**config.mk**
```make
export PLATFORM = sky130hd
export DESIGN_NAME = eps_pulse_shaper
export DESIGN_NICKNAME = d
export VERILOG_FILES = /design/src/rtl/eps_pkg.sv /design/src/rtl/eps_interval_meter.sv /design/src/rtl/eps_length_select.sv /design/src/rtl/eps_pulse_timer.sv /design/src/rtl/eps_polarity_stage.sv /design/src/rtl/eps_pulse_shaper.sv
export SDC_FILE = /design/constraint.sdc
export NUM_CORES = 1
export LEC_CHECK = 0
export BUFFER_PORTS_ARGS = -buffer_cell sky130_fd_sc_hd__buf_4
export CORE_MARGIN = 5
export CORE_UTILIZATION = 50
export DETAILED_ROUTE_END_ITERATION = 7
export HOLD_SLACK_MARGIN = 0.06
export PLACE_DENSITY = 0.75
export SETUP_SLACK_MARGIN = 0.05
export SKIP_CTS_REPAIR_TIMING = 1
export SLEW_MARGIN = 0
export SYNTH_ARGS = -nofsm -noshare
export SYNTH_HDL_FRONTEND = slang
export SYNTH_SLANG_ARGS = --single-unit
```
**constraint.sdc**
```tcl
create_clock -name clk -period 2 [get_ports clk]
set_input_delay 0 -clock clk [delete_from_list [all_inputs] [get_ports clk]]
set_output_delay 0 -clock clk [all_outputs]
set_load 0.05 [all_outputs]
```
**src/rtl/eps_pkg.sv**
```systemverilog
// Package: shared types for the energy pulse shaper.
// Assumes nothing beyond standard SystemVerilog.
package eps_pkg;
    // Tells whether the interval meter holds a real measurement.
    typedef enum logic {
        MEAS_NONE  = 1'b0,
        MEAS_VALID = 1'b1
    } meas_state_t;
endpackage

```
**src/rtl/eps_interval_meter.sv**
```systemverilog
// Interval meter: counts the clock edges since the last sampled request.
// At the edge of a new request, meas_o holds the interval to the previous one.
// Assumes req_i is synchronous to clk. The count saturates at all ones.
module eps_interval_meter
    import eps_pkg::*;
#(
    parameter int CW = 9
) (
    input  logic          clk,
    input  logic          rst_n,
    input  logic          req_i,
    output logic [CW-1:0] meas_o,
    output logic          meas_valid_o
);
    localparam logic [CW-1:0] CNT_MAX = {CW{1'b1}};

    logic [CW-1:0] cnt_q;
    meas_state_t   state_q;

    // Restart the count on each request and saturate it otherwise.
    always_ff @(posedge clk) begin
        if (!rst_n) begin
            cnt_q <= '0;
        end else if (req_i) begin
            cnt_q <= {{(CW-1){1'b0}}, 1'b1};
        end else if (cnt_q != CNT_MAX) begin
            cnt_q <= cnt_q + 1'b1;
        end
    end

    // Mark the measurement valid once a first request has been seen.
    always_ff @(posedge clk) begin
        if (!rst_n) begin
            state_q <= MEAS_NONE;
        end else if (req_i) begin
            state_q <= MEAS_VALID;
        end
    end

    assign meas_o       = cnt_q;
    assign meas_valid_o = (state_q == MEAS_VALID);

    assert_meas_saturates_R2: assert property (@(posedge clk) disable iff (!rst_n)
        (!req_i && meas_o == CNT_MAX) |=> (meas_o == CNT_MAX));
    assert_meas_restarts_R2: assert property (@(posedge clk) disable iff (!rst_n)
        req_i |=> (meas_o == {{(CW-1){1'b0}}, 1'b1} && meas_valid_o));
    assert_meas_cleared_R9: assert property (@(posedge clk)
        !rst_n |=> !meas_valid_o);
endmodule

```
**src/rtl/eps_length_select.sv**
```systemverilog
// Length selector: picks the active length for a new request.
// It uses the full width unless half the measured interval is shorter.
// If it uses half the interval, the result is at least 1. A zero width gives 0.
// Assumes CW = W + 1, so half of the interval fits in W bits.
module eps_length_select #(
    parameter int W  = 8,
    parameter int CW = W + 1
) (
    input  logic [W-1:0]  width_i,
    input  logic [CW-1:0] meas_i,
    input  logic          meas_valid_i,
    output logic [W-1:0]  length_o
);
    logic [CW-2:0] half;

    // Choose between the programmed width and half of the last interval.
    always_comb begin
        half = meas_i[CW-1:1];
        if (width_i == '0) begin
            length_o = '0;
        end else if (meas_valid_i && (half < width_i)) begin
            length_o = (half == '0) ? {{(W-1){1'b0}}, 1'b1} : half[W-1:0];
        end else begin
            length_o = width_i;
        end
    end

    // the chosen length never exceeds the programmed width.
    always_comb begin
        assert_len_within_width_R1: assert (length_o <= width_i);
    end
endmodule

```
**src/rtl/eps_pulse_timer.sv**
```systemverilog
// Pulse timer: loads the chosen length on each request and counts down.
// active_o is high while the count is non-zero. A request always reloads.
// Assumes req_i is a single-cycle strobe.
module eps_pulse_timer #(
    parameter int W = 8
) (
    input  logic         clk,
    input  logic         rst_n,
    input  logic         req_i,
    input  logic [W-1:0] length_i,
    output logic         active_o
);
    logic [W-1:0] rem_q;

    // Reload on a request and count down toward idle otherwise.
    always_ff @(posedge clk) begin
        if (!rst_n) begin
            rem_q <= '0;
        end else if (req_i) begin
            rem_q <= length_i;
        end else if (rem_q != '0) begin
            rem_q <= rem_q - 1'b1;
        end
    end

    assign active_o = (rem_q != '0);

    assert_reset_idle_R9: assert property (@(posedge clk)
        !rst_n |=> !active_o);
    assert_countdown_monotonic_R1: assert property (@(posedge clk) disable iff (!rst_n)
        (!req_i && !active_o) |=> !active_o);
endmodule

```
**src/rtl/eps_polarity_stage.sv**
```systemverilog
// Polarity stage: maps the internal active flag onto the pin level.
// It is purely combinational, so polarity never affects timing.
module eps_polarity_stage (
    input  logic active_i,
    input  logic invert_i,
    output logic pin_o
);
    // Active drives the invert level. Idle drives its complement.
    always_comb begin
        pin_o = active_i ? invert_i : ~invert_i;
    end
endmodule

```
**src/rtl/eps_pulse_shaper.sv**
```systemverilog
// Top: energy pulse output shaper.
// It measures the request interval, selects the pulse length, times the
// pulse and applies the polarity. Assumes synchronous inputs and a width
// that is at least 0. width is sampled only on a request.
module eps_pulse_shaper #(
    parameter int WIDTH_W = 8
) (
    input  logic               clk,
    input  logic               rst_n,
    input  logic               req,
    input  logic [WIDTH_W-1:0] width,
    input  logic               invert,
    output logic               pulse_out
);
    localparam int CW = WIDTH_W + 1;

    logic [CW-1:0]      meas;
    logic               meas_valid;
    logic [WIDTH_W-1:0] length;
    logic               active;

    eps_interval_meter #(.CW(CW)) u_meter (
        .clk          (clk),
        .rst_n        (rst_n),
        .req_i        (req),
        .meas_o       (meas),
        .meas_valid_o (meas_valid)
    );

    eps_length_select #(.W(WIDTH_W), .CW(CW)) u_select (
        .width_i      (width),
        .meas_i       (meas),
        .meas_valid_i (meas_valid),
        .length_o     (length)
    );

    eps_pulse_timer #(.W(WIDTH_W)) u_timer (
        .clk      (clk),
        .rst_n    (rst_n),
        .req_i    (req),
        .length_i (length),
        .active_o (active)
    );

    eps_polarity_stage u_pol (
        .active_i (active),
        .invert_i (invert),
        .pin_o    (pulse_out)
    );

    assert_zero_width_silent_R7: assert property (@(posedge clk) disable iff (!rst_n)
        (req && width == '0) |=> !active);
    assert_restart_on_request_R6: assert property (@(posedge clk) disable iff (!rst_n)
        (req && width != '0) |=> active);
    assert_first_full_width_R9: assert property (@(posedge clk) disable iff (!rst_n)
        (req && !meas_valid) |=> (length == width || $past(length) == $past(width)));
endmodule

```
==> results by group <==
STA
  • Hold Slack: 35.03 ps
  • Highest clock rate: 0.5241 GHz
  • Min Tclk post-route: 1908 ps
  • Setup WS post-layout: 92.14 ps
  • Setup TNS: 0 ps
  • Final Setup Violations: 0
  • Clock Skew: 0.5580 ps
  • Period utilisation layout: 0.9539
  • Final hold violation count: 0
  • Slew headroom: 0.5881
  • Unrepaired setup endpoints after global routing: false
  • Max-slew violations: 0
  • Worst-Margin Slew: 617.9 ps

Routing
  • DR vias/cell: 5.640
  • Post-DRT Antenna Nets: 0
  • Drt initial violations: 86
  • Drt pass-1 iters: 6
  • Routed WL: 2670 um
  • Routed vias: 1111
  • DRC errors left: 2
  • WL/cell: 13.55 um

Yosys
  • Yosys cell types: 34
  • Seq/Total Area, Yosys: 0.3054
  • Synthesized cell area: 1180 um^2
  • Syn avg cell area: 8.550 um^2
  • Post-Synthesis Cells: 138
  • Yosys warns: 0
  • Register bit total from synthesis: 18
  • Syn Nets: 161

Placement
  • DP Area: 1335 um^2
  • Port buffer count: 12
  • Post-DP HPWL: 1952 um
  • Placement Setup Slack: 147.3 ps
  • GPL Wtd Cong: 0.8859

Setup path
  • Worst-path cell chain: dlygate4sd3_1 > buf_4 > inv_1 > ha_1 > a2111o_1 > a31oi_4 > nor3b_1 > o32ai_1
  • Critical Path RT: 2160 ps
  • Worst setup path class: in -> reg
  • Slowest stage cell, crit path: dlygate4sd3_1
  • Critical Path Start Type: input pin
  • Max FO, Critical Path: 5
  • Element type at the critical path end: register
  • Cell family with most CP delay: compound AO/OA/AOI/OAI gates
  • Buffers plus inverters on the worst setup path: 3
  • Worst endpoint data arrival time: 2060 ps
  • CP peak stage delay: 530 ps

Global route
  • Vias in the first global route: 1025
  • First-pass GRT wire length: 4326 um
  • Total global-route track usage: 0.1606
  • Largest net degree at the start of global routing: 17
  • Remaining global-route overflow: 0
  • Initial antenna violation count: 0

Floorplanning
  • Boundary Pins: 13
  • CORE AREA: 2233 um^2
  • Row count: 17
  • Die Span X: 58.58 um
  • Initial Utilization: 0.5283
  • Die Ht: 58.58 um
  • DIE AREA: 3431 um^2

Clock tree
  • Root Driver: clkbuf_4
  • Latest clock arrival within the worst-skew pair: 290 ps
  • CTS tree: done
  • Clock transition at path regs: 100 ps
  • Clock Path Buffers: 2
  • Total CTS buffers: 3
  • H-tree depth: 1
  • Clock sink count: 18

Finish
  • Commonest non-fill, non-tap cell in the layout: buf_4
  • Layout cell share with drive strength beyond 1: 0.1775
  • Synth-to-layout area growth: 27.47%
  • Util after Layout: 0.6734
  • Inserted Diodes: 0
  • Most frequent cells in the layout: buf_4, dfxtp_1, nor2_1
  • Nets: 193
  • Post-route cell area: 1504 um^2

Power
  • Internal power: 0.6554 mW
  • Flop pwr share: 0.421
  • Switch Pwr: 0.3271 mW
  • Max VDD drop: 432.8 uV
  • Sw Ratio: 0.3329
  • Power per cell area: 653.3 nW/um^2
  • LEAKAGE: 0.6465 nW
  • Comb pwr share: 0.350
  • Clock share of power: 0.229

Min path
  • HP Class: in -> reg

Flow run
  • MaxCap Viol Count: 0

Outcome
  • Status: finished with violations
  • Violated checks: DRC
## power by group through the flow
stage	sequential [mW]	combinational, mW	clock (mW)
floorplan	0.415	0.243	0
global placement	0.420	0.314	0
detailed placement	0.422	0.321	0
CTS	0.413	0.323	0.227
global route	0.419	0.386	0.252
finish	0.414	0.344	0.225
## cell type report
type,instances,area [um^2]
multi-input combinational,106,783.3
fill,186,729.5
sequential,18,361.6
timing repair buffer,29,242.7
inverter,12,45.04
clock buffer,4,36.28
tap,28,35.03
## per-layer routing
layer  up-vias  track usage  part of all wire
met2        24       0.2871              0.51
met1       522       0.1894              0.43
met5         -            0                 0
li1        561            -                 -
met3         4      0.03070             0.046
met4         0      0.05825             0.012
## cells in the mapped netlist, drive strengths merged
master	instances	area, um^2
nor2	14	52.55
nor2b	1	6.260
buf	2	18.77
ha	11	137.6
or4	1	7.510
nand3	5	25.02
inv	12	45.04
o22ai	6	37.54
or3	4	30.03
o21ai	3	15.01
and3	1	6.260
xnor2	3	26.28
nand4b	1	8.760
nand2	7	26.28
nand2b	4	25.02
o2bb2ai	1	8.760
clkbuf	1	3.750
o2111ai	1	8.760
xor2	4	35.03
o21a	2	15.01
a2111o	1	11.26
o41ai	1	8.760
nor3	6	30.03
a21oi	9	45.04
o32ai	1	8.760
dfxtp	18	360.4
mux2i	11	110.1
nor4	4	31.28
a31oi	2	27.53
nor3b	1	7.510
## cell families after synthesis
kind of cell | after synthesis | synth area share
compound gates | 27 | 0.1580
simple gates | 49 | 0.2174
buf+inv | 15 | 0.05726
mux | 11 | 0.09332
flops | 18 | 0.3054
fa+ha+maj | 11 | 0.1166
xor+xnor | 7 | 0.05196
## worst min-delay path: cells and delay by family
kind,cells,cell delay [ps]
AOI/OAI and AO/OA,1,130
buffers and inverters,1,90
muxes,1,60
## flip-flops by register name, indices dropped and copies added (netlist names)
name and count:
u_timer.rem_q 8, u_meter.meas_o 9, u_meter.meas_valid_o 1
## worst paths after layout
check               startpoint                end  slack [ps]  cells after the start
max                   width[1]   u_timer.rem_q[0]          90                      8
min                   width[3]   u_timer.rem_q[3]          40                      3
max reg2reg  u_meter.meas_o[6]   u_timer.rem_q[0]         120                      6
min reg2reg  u_meter.meas_o[5]  u_meter.meas_o[5]         560                      2
## through the flow
step,instances,power [mW]
after CTS,185,0.9635
after detailed placement,181,0.7423
after global placement,181,0.7338
after floorplan,138,0.6572
final,197,0.9825
after global routing,197,1.057
No activity file was read; power rests on OpenSTA's default activity.
